[src/rtl/wp_ctrl_pkg.sv]
package wp_ctrl_pkg;

  typedef enum logic [2:0] {
    CMD_SET_WEL = 3'd0,
    CMD_CLR_WEL = 3'd1,
    CMD_WR_SR   = 3'd2,
    CMD_PROG    = 3'd3,
    CMD_ERASE   = 3'd4
  } cmdKind_e;

  localparam int SR_WIDTH    = 8;
  localparam int SR_LOCK_BIT = 7;
  localparam int BP_LSB      = 2;
  localparam int BP_WIDTH    = 4;
  localparam int WEL_BIT     = 1;

  typedef struct packed {
    logic setWel;
    logic clrWel;
    logic loadSr;
  } ctrlStrobe_t;

endpackage

[src/rtl/wp_region_decode.sv]
module wp_region_decode
  import wp_ctrl_pkg::*;
#(
  parameter int ADDR_W  = 21,
  parameter int BLOCK_W = 16
) (
  input  logic [ADDR_W-1:0]   addr,
  input  logic [BP_WIDTH-1:0] bpCode,
  output logic                hit
);
  localparam int NBLK_W = ADDR_W - BLOCK_W;
  localparam logic [NBLK_W:0] NBLK = (NBLK_W+1)'(1) << NBLK_W;

  logic [NBLK_W-1:0] blockIdx;
  logic [NBLK_W:0]   protCount;
  logic [NBLK_W:0]   firstProt;

  assign blockIdx = addr[ADDR_W-1:BLOCK_W];

  always_comb begin
    if (bpCode == '0) begin
      protCount = '0;
    end else if ((int'(bpCode) - 1) >= NBLK_W) begin
      protCount = NBLK;
    end else begin
      protCount = (NBLK_W+1)'(1) << (bpCode - BP_WIDTH'(1));
    end
    firstProt = NBLK - protCount;
  end

  assign hit = (bpCode != '0) && ({1'b0, blockIdx} >= firstProt);

endmodule

[src/rtl/wp_datapath.sv]
module wp_datapath
  import wp_ctrl_pkg::*;
#(
  parameter int ADDR_W      = 21,
  parameter int BLOCK_W     = 16,
  parameter int SYNC_STAGES = 2
) (
  input  logic                clk,
  input  logic                rstN,
  input  logic                wpN,
  input  logic [ADDR_W-1:0]   cmdAddr,
  input  logic [SR_WIDTH-1:0] srData,
  input  ctrlStrobe_t         strobe,
  output logic                srLockBit,
  output logic                welBit,
  output logic                wpHighSync,
  output logic                protHit,
  output logic [SR_WIDTH-1:0] statusWord
);
  logic [BP_WIDTH-1:0] bpReg;
  logic                lockReg;
  logic                welReg;

  // Pin synchronizer, resets to the unprotected (high) level
  generate
    if (SYNC_STAGES > 1) begin : gSyncChain
      logic [SYNC_STAGES-1:0] chain;
      always_ff @(posedge clk or negedge rstN) begin
        if (!rstN) chain <= '1;
        else       chain <= {chain[SYNC_STAGES-2:0], wpN};
      end
      assign wpHighSync = chain[SYNC_STAGES-1];
    end else begin : gSyncSingle
      logic stage;
      always_ff @(posedge clk or negedge rstN) begin
        if (!rstN) stage <= 1'b1;
        else       stage <= wpN;
      end
      assign wpHighSync = stage;
    end
  endgenerate

  always_ff @(posedge clk or negedge rstN) begin
    if (!rstN) begin
      lockReg <= 1'b0;
      bpReg   <= '0;
    end else if (strobe.loadSr) begin
      lockReg <= srData[SR_LOCK_BIT];
      bpReg   <= srData[BP_LSB +: BP_WIDTH];
    end
  end

  always_ff @(posedge clk or negedge rstN) begin
    if (!rstN)              welReg <= 1'b0;
    else if (strobe.setWel) welReg <= 1'b1;
    else if (strobe.clrWel) welReg <= 1'b0;
  end

  wp_region_decode #(.ADDR_W(ADDR_W), .BLOCK_W(BLOCK_W)) uDecode (
    .addr   (cmdAddr),
    .bpCode (bpReg),
    .hit    (protHit)
  );

  always_comb begin
    statusWord                      = '0;
    statusWord[SR_LOCK_BIT]         = lockReg;
    statusWord[BP_LSB +: BP_WIDTH]  = bpReg;
    statusWord[WEL_BIT]             = welReg;
  end

  assign srLockBit = lockReg;
  assign welBit    = welReg;

endmodule

[src/rtl/wp_control.sv]
module wp_control
  import wp_ctrl_pkg::*;
(
  input  logic        clk,
  input  logic        rstN,
  input  logic        quadMode,
  input  logic        cmdValid,
  input  logic [2:0]  cmdKind,
  input  logic        welBit,
  input  logic        srLockBit,
  input  logic        wpHighSync,
  input  logic        protHit,
  output ctrlStrobe_t strobe,
  output logic        hpmActive,
  output logic        srLocked,
  output logic        cmdAccept,
  output logic        cmdReject
);
  logic hpmReg;
  logic grant;
  ctrlStrobe_t rawStrobe;

  // Protection latch: set by lock bit with low pin, cleared only by pin high or quad mode
  always_ff @(posedge clk or negedge rstN) begin
    if (!rstN)                        hpmReg <= 1'b0;
    else if (quadMode || wpHighSync)  hpmReg <= 1'b0;
    else if (srLockBit)               hpmReg <= 1'b1;
  end

  always_comb begin
    rawStrobe = '0;
    grant     = 1'b0;
    case (cmdKind)
      CMD_SET_WEL: begin
        grant            = 1'b1;
        rawStrobe.setWel = 1'b1;
      end
      CMD_CLR_WEL: begin
        grant            = 1'b1;
        rawStrobe.clrWel = 1'b1;
      end
      CMD_WR_SR: begin
        grant            = welBit && !hpmReg;
        rawStrobe.loadSr = grant;
        rawStrobe.clrWel = 1'b1;
      end
      CMD_PROG, CMD_ERASE: begin
        grant            = welBit && !protHit;
        rawStrobe.clrWel = 1'b1;
      end
      default: grant = 1'b0;
    endcase
  end

  assign strobe = cmdValid ? rawStrobe : '0;

  always_ff @(posedge clk or negedge rstN) begin
    if (!rstN) begin
      cmdAccept <= 1'b0;
      cmdReject <= 1'b0;
    end else begin
      cmdAccept <= cmdValid && grant;
      cmdReject <= cmdValid && !grant;
    end
  end

  assign hpmActive = hpmReg;
  assign srLocked  = hpmReg || !welBit;

endmodule

[src/rtl/wp_ctrl_top.sv]
module wp_ctrl_top
  import wp_ctrl_pkg::*;
#(
  parameter int ADDR_W      = 21,
  parameter int BLOCK_W     = 16,
  parameter int SYNC_STAGES = 2
) (
  input  logic              clk,
  input  logic              rstN,
  input  logic              wpN,
  input  logic              quadMode,
  input  logic              cmdValid,
  input  logic [2:0]        cmdKind,
  input  logic [ADDR_W-1:0] cmdAddr,
  input  logic [7:0]        srData,
  output logic [7:0]        statusWord,
  output logic              protHit,
  output logic              srLocked,
  output logic              hpmActive,
  output logic              cmdAccept,
  output logic              cmdReject
);
  ctrlStrobe_t strobe;
  logic welBit;
  logic srLockBit;
  logic wpHighSync;

  wp_datapath #(.ADDR_W(ADDR_W), .BLOCK_W(BLOCK_W), .SYNC_STAGES(SYNC_STAGES)) uData (
    .clk        (clk),
    .rstN       (rstN),
    .wpN        (wpN),
    .cmdAddr    (cmdAddr),
    .srData     (srData),
    .strobe     (strobe),
    .srLockBit  (srLockBit),
    .welBit     (welBit),
    .wpHighSync (wpHighSync),
    .protHit    (protHit),
    .statusWord (statusWord)
  );

  wp_control uCtrl (
    .clk        (clk),
    .rstN       (rstN),
    .quadMode   (quadMode),
    .cmdValid   (cmdValid),
    .cmdKind    (cmdKind),
    .welBit     (welBit),
    .srLockBit  (srLockBit),
    .wpHighSync (wpHighSync),
    .protHit    (protHit),
    .strobe     (strobe),
    .hpmActive  (hpmActive),
    .srLocked   (srLocked),
    .cmdAccept  (cmdAccept),
    .cmdReject  (cmdReject)
  );

endmodule

[config.mk]
export PLATFORM = sky130hd
export DESIGN_NAME = wp_ctrl_top
export DESIGN_NICKNAME = d
export VERILOG_FILES = /design/src/rtl/wp_ctrl_pkg.sv /design/src/rtl/wp_region_decode.sv /design/src/rtl/wp_datapath.sv /design/src/rtl/wp_control.sv /design/src/rtl/wp_ctrl_top.sv
export SDC_FILE = /design/constraint.sdc
export NUM_CORES = 1
export LEC_CHECK = 0
export ABC_AREA = 1
export BUFFER_PORTS_ARGS = -buffer_cell sky130_fd_sc_hd__buf_4
export CAP_MARGIN = 25
export CORE_MARGIN = 3
export CORE_UTILIZATION = 44
export CTS_BUF_LIST = sky130_fd_sc_hd__clkbuf_16
export CTS_CLUSTER_SIZE = 14
export DETAILED_ROUTE_END_ITERATION = 12
export PLACE_DENSITY_LB_ADDON = 0.05
export SLEW_MARGIN = 20
export SYNTH_ARGS = -nofsm -noshare
export SYNTH_HDL_FRONTEND = slang
export SYNTH_SLANG_ARGS = --single-unit
export TNS_END_PERCENT = 30
[constraint.sdc]
create_clock -name clk -period 3.5 [get_ports clk]
set_input_delay 0.7 -clock clk [delete_from_list [all_inputs] [get_ports clk]]
set_output_delay 0.7 -clock clk [all_outputs]
set_load 0.005 [all_outputs]
Yosys cells after proc, flatten, opt, wreduce, memory -nomap -nowiden
Cells that the tools add are included.
{"block": "classes", "magnitude_cmp": 2, "n_eq_ne": 4, "mux": 11, "n_reduce_logical": 19, "shift": 1, "addsub": 3}
{"operator": "6-bit two-way mux", "count": 2}
{"operator": "1-bit two-way mux", "count": 7}
{"operator": "3-bit by 2-bit == test with 1-bit output, second input constant", "count": 2}
{"operator": "5-bit by 6-bit greater-or-equal comparator with 1-bit output", "count": 1}
{"operator": "1-bit by 4-bit << shifter with 6-bit output, first input constant", "count": 1}
{"operator": "6-bit subtractor, first input constant", "count": 1}
{"operator": "5-bit by 4-bit greater-or-equal comparator with 1-bit output, second input constant", "count": 1}
{"operator": "1-bit logical AND", "count": 5}
{"operator": "4-bit by 1-bit subtractor with 5-bit output, second input constant", "count": 1}
{"operator": "1-bit logical NOT", "count": 4}
{"operator": "4-bit logical NOT", "count": 1}
{"operator": "2-bit nonzero test", "count": 2}
{"operator": "4-bit nonzero test", "count": 1}
{"operator": "2-bit OR reduction", "count": 2}
{"operator": "4-bit OR reduction", "count": 1}
{"operator": "4-bit by 1-bit subtractor with 4-bit output, second input constant", "count": 1}
{"operator": "3-bit by 1-bit == test with 1-bit output, second input constant", "count": 1}
{"operator": "3-bit == test, second input constant", "count": 1}
{"operator": "3-bit logical NOT", "count": 1}
{"operator": "3-bit two-way mux", "count": 1}
{"operator": "1-bit case mux with 3 select lines", "count": 1}
{"operator": "1-bit logical OR", "count": 2}
{"block": "word_totals", "elab_cells": 47, "regBits": 11}

Longest topological paths before layout
{"block": "logic_depth", "word_depth": 12, "depth_mapped": 22}

Cells and area by module
From an unflattened synthesis, not the netlist that was laid out.
{"block": "unflattened", "hier_cells": 116, "hier_area_um2": 837.1}
{"module": "wp_region_decode", "area_each_um2": 321.6, "cells_per_inst": 56, "instances": 1, "seq_area_each_um2": 0.0}
{"module": "wp_datapath", "area_each_um2": 311.5, "cells_per_inst": 33, "instances": 1, "seq_area_each_um2": 202.7}
{"module": "wp_control", "area_each_um2": 203.9, "cells_per_inst": 27, "instances": 1, "seq_area_each_um2": 75.1}

Least setup slack after synthesis
OpenSTA, ideal clock, no wires.
{"block": "synth_timing", "path_kind": "reg2out", "start": "register uData.bpReg[0]", "end": "output port protHit", "required_ns": 2.800, "arrival_time_ns": 2.404, "path_stages_with_launch": 19, "setup_slack_ns": 0.396, "cell_sequence": "dfrtp_1 > inv_1 > ha_1 > ha_1 > a21oi_2 > nand3_1 > ha_1 > inv_1 > ha_1 > nand2_1 > nand2_1 > nand2_1 > nand2_1 > nand2_1 > nand2_1 > nand2_1 > nand2_1 > nand3_2 > inv_1"}
{"block": "synth_via", "elab_chain_cells": 7, "word_cells_on_any_way": 11, "cone_classes": "add/sub: 3; order compare: 2; shift: 1; mux: 2; reduce/logical: 3"}
{"item": "from (decl)", "line": "wp_datapath.sv:20", "text": "logic [BP_WIDTH-1:0] bpReg;"}
{"item": "from (signal assigned)", "line": "wp_datapath.sv:49", "text": "bpReg <= srData[BP_LSB +: BP_WIDTH];"}
{"item": "4-bit by 1-bit subtractor with 5-bit output / 4-bit by 1-bit subtractor with 4-bit output (equally long branches)", "line": "wp_region_decode.sv:23, wp_region_decode.sv:26"}
{"item": "5-bit by 4-bit greater-or-equal comparator with 1-bit output / 1-bit by 4-bit << shifter with 6-bit output (equally long branches)", "line": "wp_region_decode.sv:23, wp_region_decode.sv:26"}
{"item": "6-bit two-way mux", "line": "wp_region_decode.sv:23", "text": "end else if ((int'(bpCode) - 1) >= NBLK_W) begin"}
{"item": "6-bit two-way mux", "line": "wp_region_decode.sv:21", "text": "if (bpCode == '0) begin"}
{"item": "6-bit subtractor", "line": "wp_region_decode.sv:28", "text": "firstProt = NBLK - protCount;"}
{"item": "5-bit by 6-bit greater-or-equal comparator with 1-bit output", "line": "wp_region_decode.sv:31", "text": "assign hit = (bpCode != '0) && ({1'b0, blockIdx} >= firstProt);"}
{"item": "1-bit logical AND (*)", "line": "wp_region_decode.sv:31"}
{"item": "to (decl)", "line": "wp_ctrl_top.sv:17", "text": "output logic protHit,"}
Mark *: on every way between the ends. The rest lies on a longest branch, timed or not.

Final worst setup path
{"block": "layout_timing", "start": "register uData.bpReg[1]", "end": "output port protHit"}
Same word-level chain as after synthesis.

==> results.toml <==
[logic_synthesis]
syn-cell-area_um2 = 911
avgSynthCellArea_um2 = 8.28
ys_warn_count = 0
ys_types = 28
ys_top_cells_by_count = "inv_1, nand2_1, ha_1"
ys_ff_latch = 11
synth_top_area_share_pct = 24.7
synth_top_flop_cell = "dfrtp_1"
yosysMostFrequentCell = "inv_1"
synth_area_leaders = "dfrtp_1, ha_1, inv_1"
synth_edf_count = 0
async_flop_share_pct = 100
ys_seq_area_share_pct = 30.5
synthCells = 110
yosys.area.top_type = "dfrtp_1"

[cells_and_area]
finalNonFillerCells = 168
nNetsFinal = 192
antenna_cells = 0
fillers = 160
drive_above_1_share_pct = 42.0
area_delta_synth_final_pct = 39.1

[floorplan]
start_util_pct = 49.5
die_area_um2 = 2650
die_height_um = 51.5
coreArea_um2 = 1840
ios = 50
row_count = 15
die-width_um = 51.5

[sta]
tns_ns = 0
period_needed_ns = 3.23
drv_slew = 0
setup_violations = 0
finalHoldViolCount = 0
fin_skew_ns = 0.00369
fmax_mhz = 309
finalCritPeriodShare_pct = 92.3

[drt]
drcViolationCount = 0
wl_per_cell_um = 10.7
drt_iter0_markers = 8
routed_wl_um = 1800
via_per_inst = 4.73
first_pass_iters = 4
dr_total_vias = 795
ant_nets = 0

[setup_path]
endpoint_kind = "output port"
required_ns = 2.80
crit_path_start_kind = "flop"
crit_path_max_fanout = 4
crit_path_end = "protHit"
crit_chain = "inv_2 > ha_4 > ha_4 > a21oi_4 > nand3_1 > ha_1 > inv_1 > ha_1 > nand2_1 > nand2_1 > nand2_1 > nand2_1 > nand2_1 > nand2_1 > nand2_1 > nand2_1 > nand3_2 > inv_1 > buf_4"
reg2reg_slack_ns = 1.09
r2r-end = "uCtrl.cmdAccept$_DFF_PN0_"
path_common_cell = "nand2_1"
cp-startpoint = "uData.bpReg[1]$_DFFE_PN0P_"
crit_arrival_ns = 2.53
crit_slowest_cell = "dfrtp_1"
worstSetupPathType = "reg2out"
crit_path_max_incr_delay_ns = 0.38
timing.rr.start = "uData.bpReg[1]$_DFFE_PN0P_"
rr_worst_depth = 19

[grt]
first_global_vias = 752
antenna_found_initial = 0
grt.total_usage_pct = 15.5
gr-total-overflow = 0
grt_pass1_wl_um = 3080
grt_max_degree = 12

[placement]
dp.cells = 162
port-buffer-count = 28
place_congestion = 0.757
dp_hpwl_um = 1420

[cts]
cts_buffers = 3
cts-root-buf = "clkbuf_16"
clockBufferDepth = 2
htree_levels = 1
insertion_delay_ns = 0.24
cts_tree = "built"
path_clk_slew_ns = 0.04
cts-hold-fix-buffers = 0
cts_sinks = 11

[power]
totalPowerFinal_mw = 0.625
vdd_ir_drop_max_mv = 0.500
pwr_density_cell_nw_per_um2 = 493
power_leakage_nw = 0.659

[min_path]
hold_path.class = "in2async"

[job]
cap_violations = 0

[status]
status = "complete, no violations"
-- repair_timing --
action,in CTS,in global routing
pin swaps,0,1
gates resized for setup,0,6
gates cloned,0,0
endpoints found under the setup margin,1,1
setup buffers,1,1
-- metal layers --
layer  wire length [um]  vias to the layer above  GRT usage (%)
li1                   -                      413              -
met1                780                      350           19.6
met2                831                       28           25.0
met3                155                        4           2.87
met4                 37                        0           7.86
met5                  0                        -              0
-- worst min-delay path by stage --
stage / depth (start not counted) / startpoint / to / slack (ns)
after floorplan: 0 / uData.gSyncChain.chain[0]$_DFF_PN1_ / uData.gSyncChain.chain[1]$_DFF_PN1_ / 0.35
after global placement: 0 / uData.gSyncChain.chain[0]$_DFF_PN1_ / uData.gSyncChain.chain[1]$_DFF_PN1_ / 0.35
after detailed placement: 0 / uData.gSyncChain.chain[0]$_DFF_PN1_ / uData.gSyncChain.chain[1]$_DFF_PN1_ / 0.35
after CTS: 1 / rstN / uData.bpReg[0]$_DFFE_PN0P_ / 0.29
after global routing: 1 / rstN / uData.srLockBit$_DFFE_PN0P_ / 0.29
final: 1 / rstN / uData.bpReg[1]$_DFFE_PN0P_ / 0.29
-- cell type report --
| class | count | area, um^2 | area share [%] |
|---|---|---|---|
| Clock buffer | 3 | 75.1 | 5.92 |
| Clock inverter | 1 | 3.75 | 0.296 |
| Inverter | 17 | 63.8 | 5.03 |
| Multi-Input combinational cell | 79 | 576 | 45.4 |
| Sequential cell | 11 | 278 | 21.9 |
| Tap cell | 25 | 31.3 | 2.47 |
| Timing Repair Buffer | 32 | 240 | 19.0 |
-- state kept, by name (all words and copies together), names as in the netlist --
signal,cells
uCtrl.cmdAccept,1
uCtrl.cmdReject,1
uCtrl.hpmActive,1
uData.bpReg,4
uData.gSyncChain.chain,2
uData.srLockBit,1
uData.welBit,1
-- stage by stage --
| stage | setup WS [ns] | area (um^2) | utilization, % | hold slack (ns) |
|---|---|---|---|---|
| floorplan | 0.396 | 915 | - | 0.345 |
| global placement | 0.230 | 1140 | 62.0 | 0.346 |
| detailed placement | 0.203 | 1140 | 62.0 | 0.355 |
| CTS | 0.0363 | 1230 | 66.7 | 0.292 |
| global route | -0.00215 | 1270 | 68.9 | 0.292 |
| finish | 0.269 | 1270 | 68.9 | 0.289 |
-- critical path, delay by kind of cell (launching register included) --
| family | cells | cell delay [ns] |
|---|---|---|
| DFF | 1 | 0.38 |
| buffers and inverters | 4 | 0.30 |
| AOI/OAI and AO/OA | 1 | 0.14 |
| and+or+nand+nor | 10 | 0.55 |
| adders and majority gates | 4 | 0.91 |
-- power breakdown --
group | switching (mW) | total [mW] | internal, mW | leakage, nW
Clock | 0.0507 | 0.200 | 0.149 | 0.0423
Combinational | 0.134 | 0.261 | 0.127 | 0.487
Sequential | 0.0181 | 0.164 | 0.146 | 0.130
Total | 0.203 | 0.625 | 0.422 | 0.659
-- cells by family after synthesis --
logic type,count (synthesis),share of synthesized area [%]
simple gates,51,31.3
buf+inv,21,10.3
fa+ha+maj,11,15.1
flops,11,30.5
compound gates,10,7.01
xor+xnor,3,2.89
mux,2,2.47
other cells,1,0.412
-- cell usage in the layout, fill, tap and decap left out, drive strengths merged, types with 3 or more instances in the layout --
cell	Yosys	final
a21oi	6	6
ha	11	11
clkbuf	0	3
nand3	11	11
nor2	13	13
nand2	22	22
buf	4	32
dfrtp	9	9
inv	17	18
(Power assumes the default switching activity.)
